==> config.mk <==
export PLATFORM = sky130hd
export DESIGN_NAME = nmi_seq_ctrl
export DESIGN_NICKNAME = d
export VERILOG_FILES = /design/src/rtl/nmi_seq_pkg.sv /design/src/rtl/nmi_edge_latch.sv /design/src/rtl/nmi_ack_fsm.sv /design/src/rtl/nmi_ief_flags.sv /design/src/rtl/nmi_seq_ctrl.sv
export SDC_FILE = /design/constraint.sdc
export NUM_CORES = 1
export LEC_CHECK = 0
export BUFFER_PORTS_ARGS = -buffer_cell sky130_fd_sc_hd__buf_2
export CAP_MARGIN = 10
export CORE_ASPECT_RATIO = 0.9
export CORE_MARGIN = 2
export CORE_UTILIZATION = 40
export CTS_CLUSTER_SIZE = 40
export DETAILED_ROUTE_END_ITERATION = 16
export GPL_TIMING_DRIVEN = 0
export PLACE_DENSITY = 0.74
export SLEW_MARGIN = 20
export SYNTH_ARGS = -nofsm -noshare
export SYNTH_HDL_FRONTEND = slang
export SYNTH_SLANG_ARGS = --single-unit
==> constraint.sdc <==
create_clock -name clk -period 2.7 [get_ports clk]
set_clock_uncertainty 0.2 [all_clocks]
set_input_delay 0.27 -clock clk [delete_from_list [all_inputs] [get_ports clk]]
set_output_delay 0.27 -clock clk [all_outputs]
set_load 0.03 [all_outputs]
==> src/rtl/nmi_seq_pkg.sv <==
// Shared types for the NMI sequencer. Assumes nothing beyond 1800-2017.
package nmi_seq_pkg;
    typedef enum logic [2:0] {
        ST_IDLE,
        ST_DMA,
        ST_PUSH,
        ST_SAVE,
        ST_VEC
    } seq_state_t;
endpackage

==> src/rtl/nmi_edge_latch.sv <==
// Synchronizes the active-low NMI pin and latches a falling edge.
// Assumes SYNC_STAGES >= 2. A new edge wins over a clear in the same cycle.
module nmi_edge_latch #(
    parameter int SYNC_STAGES = 2
) (
    input  logic clk,
    input  logic rst_n,
    input  logic nmi_n,
    input  logic clear,
    output logic pending
);
    localparam int MSB = SYNC_STAGES - 1;

    logic [MSB:0] sync_q;
    logic         prev_q;
    logic         fall;

    // Shift the pin through the synchronizer chain.
    always_ff @(posedge clk) begin
        if (!rst_n) sync_q <= '1;
        else        sync_q <= {sync_q[MSB-1:0], nmi_n};
    end

    // Remember the previous synchronized level for edge detection.
    always_ff @(posedge clk) begin
        if (!rst_n) prev_q <= 1'b1;
        else        prev_q <= sync_q[MSB];
    end

    assign fall = prev_q & ~sync_q[MSB];

    // Hold a detected edge until the sequencer consumes it.
    always_ff @(posedge clk) begin
        if (!rst_n)     pending <= 1'b0;
        else if (fall)  pending <= 1'b1;
        else if (clear) pending <= 1'b0;
    end
endmodule

==> src/rtl/nmi_ack_fsm.sv <==
// Samples the pending request at the core's sample point and steps through
// the acknowledge: DMA off, PC push, flag save, vector. Each step waits for
// its handshake. Assumes the strobes are single-cycle pulses from the core.
module nmi_ack_fsm
    import nmi_seq_pkg::*;
(
    input  logic clk,
    input  logic rst_n,
    input  logic pending,
    input  logic mc_last,
    input  logic t_sample,
    input  logic mc_end,
    input  logic dma_en,
    input  logic push_done,
    input  logic vec_taken,
    output logic latch_clr,
    output logic nmi_ack,
    output logic dma_clr,
    output logic push_req,
    output logic save_pulse,
    output logic vec_valid,
    output logic seq_busy
);
    seq_state_t state, state_nx;
    logic       armed;
    logic       start;

    assign start     = (state == ST_IDLE) && armed && mc_end;
    assign latch_clr = start;

    // Arm on the sample point of the last machine cycle; disarm on start.
    always_ff @(posedge clk) begin
        if (!rst_n)
            armed <= 1'b0;
        else if (start)
            armed <= 1'b0;
        else if (state == ST_IDLE && pending && mc_last && t_sample)
            armed <= 1'b1;
    end

    // Next-state selection for the acknowledge steps.
    always_comb begin
        state_nx = state;
        unique case (state)
            ST_IDLE: if (start)     state_nx = ST_DMA;
            ST_DMA:  if (!dma_en)   state_nx = ST_PUSH;
            ST_PUSH: if (push_done) state_nx = ST_SAVE;
            ST_SAVE:                state_nx = ST_VEC;
            ST_VEC:  if (vec_taken) state_nx = ST_IDLE;
            default:                state_nx = ST_IDLE;
        endcase
    end

    // State register and one-cycle acknowledge pulse.
    always_ff @(posedge clk) begin
        if (!rst_n) begin
            state   <= ST_IDLE;
            nmi_ack <= 1'b0;
        end else begin
            state   <= state_nx;
            nmi_ack <= start;
        end
    end

    assign dma_clr    = (state == ST_DMA);
    assign push_req   = (state == ST_PUSH);
    assign save_pulse = (state == ST_SAVE);
    assign vec_valid  = (state == ST_VEC);
    assign seq_busy   = (state != ST_IDLE);
endmodule

==> src/rtl/nmi_ief_flags.sv <==
// Live and shadow maskable-interrupt enable flags. Priority: save, return,
// disable, enable. Return also raises a one-cycle pop request.
module nmi_ief_flags (
    input  logic clk,
    input  logic rst_n,
    input  logic save,
    input  logic retn,
    input  logic ei,
    input  logic di,
    output logic ief1,
    output logic ief2,
    output logic pop_req
);
    // Update both flags according to the event priority.
    always_ff @(posedge clk) begin
        if (!rst_n) begin
            ief1 <= 1'b0;
            ief2 <= 1'b0;
        end else if (save) begin
            ief2 <= ief1;
            ief1 <= 1'b0;
        end else if (retn) begin
            ief1 <= ief2;
        end else if (di) begin
            ief1 <= 1'b0;
            ief2 <= 1'b0;
        end else if (ei) begin
            ief1 <= 1'b1;
            ief2 <= 1'b1;
        end
    end

    // Pop request follows a return event by one cycle.
    always_ff @(posedge clk) begin
        if (!rst_n) pop_req <= 1'b0;
        else        pop_req <= retn;
    end
endmodule

==> src/rtl/nmi_seq_ctrl.sv <==
// Top of the NMI sequencer: edge latch, acknowledge FSM and enable flags.
// Assumes all inputs except nmi_n are synchronous to clk.
module nmi_seq_ctrl #(
    parameter int              SYNC_STAGES = 2,
    parameter int              VEC_W       = 16,
    parameter logic [VEC_W-1:0] RESTART    = 16'h0066
) (
    input  logic             clk,
    input  logic             rst_n,
    input  logic             nmi_n,
    input  logic             mc_last,
    input  logic             t_sample,
    input  logic             mc_end,
    input  logic             dma_en,
    output logic             dma_clr,
    output logic             push_req,
    input  logic             push_done,
    output logic             vec_valid,
    output logic [VEC_W-1:0] vec_addr,
    input  logic             vec_taken,
    input  logic             retn,
    output logic             pop_req,
    input  logic             ei,
    input  logic             di,
    output logic             ief1,
    output logic             ief2,
    output logic             nmi_ack
);
    logic pending;
    logic latch_clr;
    logic save_pulse;
    logic seq_busy;

    nmi_edge_latch #(.SYNC_STAGES(SYNC_STAGES)) u_latch (
        .clk     (clk),
        .rst_n   (rst_n),
        .nmi_n   (nmi_n),
        .clear   (latch_clr),
        .pending (pending)
    );

    nmi_ack_fsm u_fsm (
        .clk        (clk),
        .rst_n      (rst_n),
        .pending    (pending),
        .mc_last    (mc_last),
        .t_sample   (t_sample),
        .mc_end     (mc_end),
        .dma_en     (dma_en),
        .push_done  (push_done),
        .vec_taken  (vec_taken),
        .latch_clr  (latch_clr),
        .nmi_ack    (nmi_ack),
        .dma_clr    (dma_clr),
        .push_req   (push_req),
        .save_pulse (save_pulse),
        .vec_valid  (vec_valid),
        .seq_busy   (seq_busy)
    );

    nmi_ief_flags u_flags (
        .clk     (clk),
        .rst_n   (rst_n),
        .save    (save_pulse),
        .retn    (retn),
        .ei      (ei),
        .di      (di),
        .ief1    (ief1),
        .ief2    (ief2),
        .pop_req (pop_req)
    );

    assign vec_addr = vec_valid ? RESTART : '0;
endmodule

; Word level (Yosys, flattened, before mapping)
; Cells that the tools add are included.
[classes]
eq_ne = 9
mux = 13
bitwise = 3
n_reduce_logical = 13
[op_table]
columns = cell, count
row1 = 3-bit case mux with 5 select lines, 1
row2 = 3-bit two-way mux, 4
row3 = 1-bit two-way mux, 7
row4 = 7-bit two-way mux, 1
row5 = "3-bit by 2-bit == test with 1-bit output, second input constant", 2
row6 = "2-bit by 1-bit != test with 1-bit output, second input constant", 3
row7 = 3-bit nonzero test, 2
row8 = 1-bit logical AND, 5
row9 = "2-bit != test, second input constant", 2
row10 = 4-bit AND reduction, 1
row11 = 2-bit OR reduction, 2
row12 = "3-bit by 1-bit == test with 1-bit output, second input constant", 1
row13 = "3-bit == test, second input constant", 1
row14 = 3-bit zero test, 1
row15 = 1-bit NOT, 2
row16 = 2-bit AND reduction, 1
row17 = 2-bit nonzero test, 1
row18 = 1-bit AND, 1
[totals]
ff_bits = 12
in_bits = 12
output_inout_bits = 23
elab_cells = 47

; Longest topological paths before layout
[logic_depth]
word_depth = 5
ltp_mapped = 4
depth_no_buf = 3

; By module
; From an unflattened synthesis, not the netlist that was laid out.
[hier_totals]
cells_unflattened = 69
area_unflattened_um2 = 644.4
[modules_own_cells]
columns = module, instances, cells_per_inst, area_per_inst_um2, seq_area_each_um2
row1 = nmi_ack_fsm, 1, 29, 272.8, 100.1
row2 = nmi_edge_latch, 1, 10, 130.1, 80.1
row3 = nmi_seq_ctrl, 1, 17, 123.9, 0.0
row4 = nmi_ief_flags, 1, 13, 117.6, 60.1

; Least setup slack after synthesis
; Ideal clock, no wire load.
[synth_path]
kind = register -> output
start = reg u_fsm.state[2]
end = out vec_addr[1]
arrival_time_ns = 1.326
required_time_ns = 2.230
slack_ns = 0.904
stages_incl_launch_ff = 3
path_buffers = 1
cell_sequence = dfxtp_1 > nor3b_2 > buf_4
[synth_between]
elab_chain_len = 2
[synth_lines]
columns = item, line_no
row1 = start: declaration, nmi_ack_fsm.sv:24  ; seq_state_t state, state_nx;
row2 = start signal: assignment, nmi_ack_fsm.sv:60  ; state <= state_nx;
row3 = 3-bit == test, nmi_ack_fsm.sv:68  ; assign vec_valid = (state == ST_VEC);
row4 = via vec_valid, nmi_seq_ctrl.sv:18  ; output logic vec_valid,
row5 = 7-bit two-way mux, nmi_seq_ctrl.sv:73  ; assign vec_addr = vec_valid ? RESTART : '0;
row6 = end: declaration, nmi_seq_ctrl.sv:19  ; output logic [VEC_W-1:0] vec_addr,
; The timed path passes the listed nets, and every way through them passes these cells.

; Worst setup path after layout
[layout_path]
start = reg u_fsm.state[2]
end = out vec_addr[5]
[layout_between]
elab_chain_len = 2
[layout_lines]
columns = item, line_no
row1 = 3-bit == test, nmi_ack_fsm.sv:68
row2 = 7-bit two-way mux, nmi_seq_ctrl.sv:73
; Every way passes these cells.

==> impl_metrics.ini <==
[power_and_ir_drop]
switching_power_mw = 0.104
pwr-share-clk = 0.362
combPwrFrac = 0.170
finalPower_mw = 0.395
p_int_mw = 0.290
seqPwrFrac = 0.468
swShare = 0.265
peakVddDrop_mv = 0.254
power.density_nw_per_um2 = 476
leakagePower_nw = 0.442

[final_layout]
diodes = 0
drive_above_1_share = 0.444
final_cell_area_um2 = 830
nets = 121
regArea_um2 = 240
fillers = 140
multi_input_area_um2 = 263
areaGrowthSynthToFinish_pct = 35.3

[critical_path]
cp_cell_sequence = nor3b_2 -> buf_4 -> buf_2
path_buf_inv = 2
end_kind = primary output
path_max_fanout = 8
cp_top_family = flip-flops
cp.required_ns = 2.23
crit_type = reg -> out
critPathArrivalTime_ns = 1.48
max_stage_delay_ns = 0.49
critPathLaunchType = register
cp_slowest_cell = dfxtp_1

[detailed_routing]
route.detailed.drc = 0
num_vias = 522
drt_iter0_markers = 8
via_per_inst = 4.24
routed_wl_um = 1110
drt-pass1-iter-count = 3
wl_per_cell_um = 8.99
ant_nets = 0

[logic_synthesis]
syn_inst = 70
avgSynthCellArea_um2 = 8.76
netlist_area_um2 = 613
synth_warnings = 0
synth_cell_type_count = 25
ys_ff_latch = 12
yosysSeqAreaShare = 0.392

[placed_design]
hpwl_um = 875
portBuffers = 22
dpl_cell_area_um2 = 783
place.gp.congestion = 0.664

[clocking]
cts_root_buf = clkbuf_4
clk_path_buf_depth = 2
cts_tree = built
cts.sinks = 12
path_clk_slew_ns = 0.08
cts_htree_levels = 1
cts_resized = 0
clock_latency_ns = 0.27
cts_buffers = 3

[die]
io_pins = 35
die_w_um = 45.3
start_util = 0.424
fp.dieH_um = 41.1
die_area_um2 = 1860
rows = 13
placeableCoreArea_um2 = 1450

[sta]
fin_setup_tns_ns = 0
finalHoldViolCount = 0
rsz0062_at_grt = no
setup_viol = 0
period_needed_ns = 1.95
finalCritPeriodShare = 0.723
slew_violations = 0
fmax_mhz = 512

[run]
drv_cap = 0

[global_route]
track_usage = 0.128
grt_max_degree = 11
grt_pass1_wl_um = 1650
grt_overflow_total = 0
grt_antenna_before_repair = 0
grt_pass1_vias = 406

[worst_hold_path]
hp-class = in -> reg

[status]
status = finished clean
-- cell usage in the layout (no fill, tap or decap), drive strengths merged, types with 3 or more instances in the layout --
| cell type | n |
|---|---|
| nor3 | 4 |
| buf | 39 |
| nor2 | 3 |
| nor3b | 3 |
| nand2b | 3 |
| clkbuf | 5 |
| a21oi | 4 |
| dfxtp | 12 |
| conb | 12 |
| inv | 4 |
| nand2 | 5 |
-- area by class of cell --
| type | instances | share of cell area |
|---|---|---|
| inverters | 4 | 0.0181 |
| repair buffers | 23 | 0.145 |
| flip-flops and latches | 12 | 0.290 |
| plain buffers | 18 | 0.164 |
| clock buffers | 4 | 0.0437 |
| multi-input cells | 47 | 0.317 |
| well taps | 15 | 0.0226 |
-- metal layers --
layer  GRT usage  vias up  wire (um)
met1       0.152      216        495
li1            -      286          -
met3      0.0396        2         68
met4      0.0662        0          6
met2       0.211       18        536
met5           0        -          0
-- synthesized netlist by cell type --
cell | instances | area [um2]
buf_4 | 16 | 120
dfxtp_1 | 12 | 240
nand2_1 | 5 | 18.8
a21oi_1 | 4 | 20.0
inv_1 | 4 | 15.0
nand2b_1 | 3 | 18.8
nor2_1 | 3 | 11.3
a32o_1 | 2 | 20.0
nor3_1 | 2 | 10.0
nor3_2 | 2 | 20.0
nor3b_1 | 2 | 15.0
o22ai_1 | 2 | 12.5
a21bo_2 | 1 | 10.0
and2_1 | 1 | 6.26
buf_6 | 1 | 11.3
clkbuf_2 | 1 | 5.00
conb_1 | 1 | 3.75
nand3_1 | 1 | 5.00
nand3b_1 | 1 | 7.51
nand4_1 | 1 | 6.26
nor2b_1 | 1 | 6.26
nor3b_2 | 1 | 12.5
nor4_1 | 1 | 6.26
o21ai_0 | 1 | 5.00
or3_1 | 1 | 6.26
-- state kept, by name, indices dropped and copies added, names as in the netlist --
signal / cells
u_latch.sync_q: 2
u_flags.ief2: 1
u_latch.prev_q: 1
u_fsm.state: 3
u_fsm.armed: 1
u_fsm.nmi_ack: 1
u_latch.pending: 1
u_flags.ief1: 1
u_flags.pop_req: 1
-- stage by stage --
step | hold WS, ns | std cells | util | worst slack (ns)
3_5_place_dp | 0.203 | 118 | 0.541 | 1.05
3_3_place_gp | 0.194 | 118 | 0.541 | 1.07
6_report | 0.0423 | 123 | 0.573 | 0.747
2_1_floorplan | 0.143 | 81 | - | 0.904
4_1_cts | 0.0338 | 123 | 0.573 | 0.729
5_1_grt | 0.0348 | 123 | 0.573 | 0.641
-- logic make-up (layout without fill, tap and decap cells) --
group | after synthesis | in the layout | share of synthesized area
and+or+nand+nor | 25 | 25 | 0.245
buffers and inverters | 22 | 49 | 0.247
DFF | 12 | 12 | 0.392
AOI/OAI and AO/OA | 10 | 10 | 0.110
other | 1 | 12 | 0.00612
-- worst paths after layout --
path,startpoint,end,slack (ns),depth (start not counted)
max reg2reg,u_fsm.state[2],u_fsm.state[2],1.34,3
min reg2reg,u_latch.sync_q[0],u_latch.sync_q[1],0.22,1
max,u_fsm.state[2],vec_addr[5],0.75,3
min,rst_n,u_latch.sync_q[1],0.04,2
-- power by group through the flow --
stage / registers [mW] / clock network, mW / logic [mW]
3_3_place_gp: 0.189 / 0 / 0.0644
5_1_grt: 0.185 / 0.155 / 0.0719
4_1_cts: 0.185 / 0.147 / 0.0666
2_1_floorplan: 0.193 / 0 / 0.0458
6_report: 0.185 / 0.143 / 0.0670
3_5_place_dp: 0.189 / 0 / 0.0654
-- repair_timing --
action | CTS | global route
setup endpoints to repair | 0 | 0
hold endpoints to repair | 1 | 0
setup buffers | 0 | 0
hold buffers | 1 | 0
(Power assumes the default switching activity.)
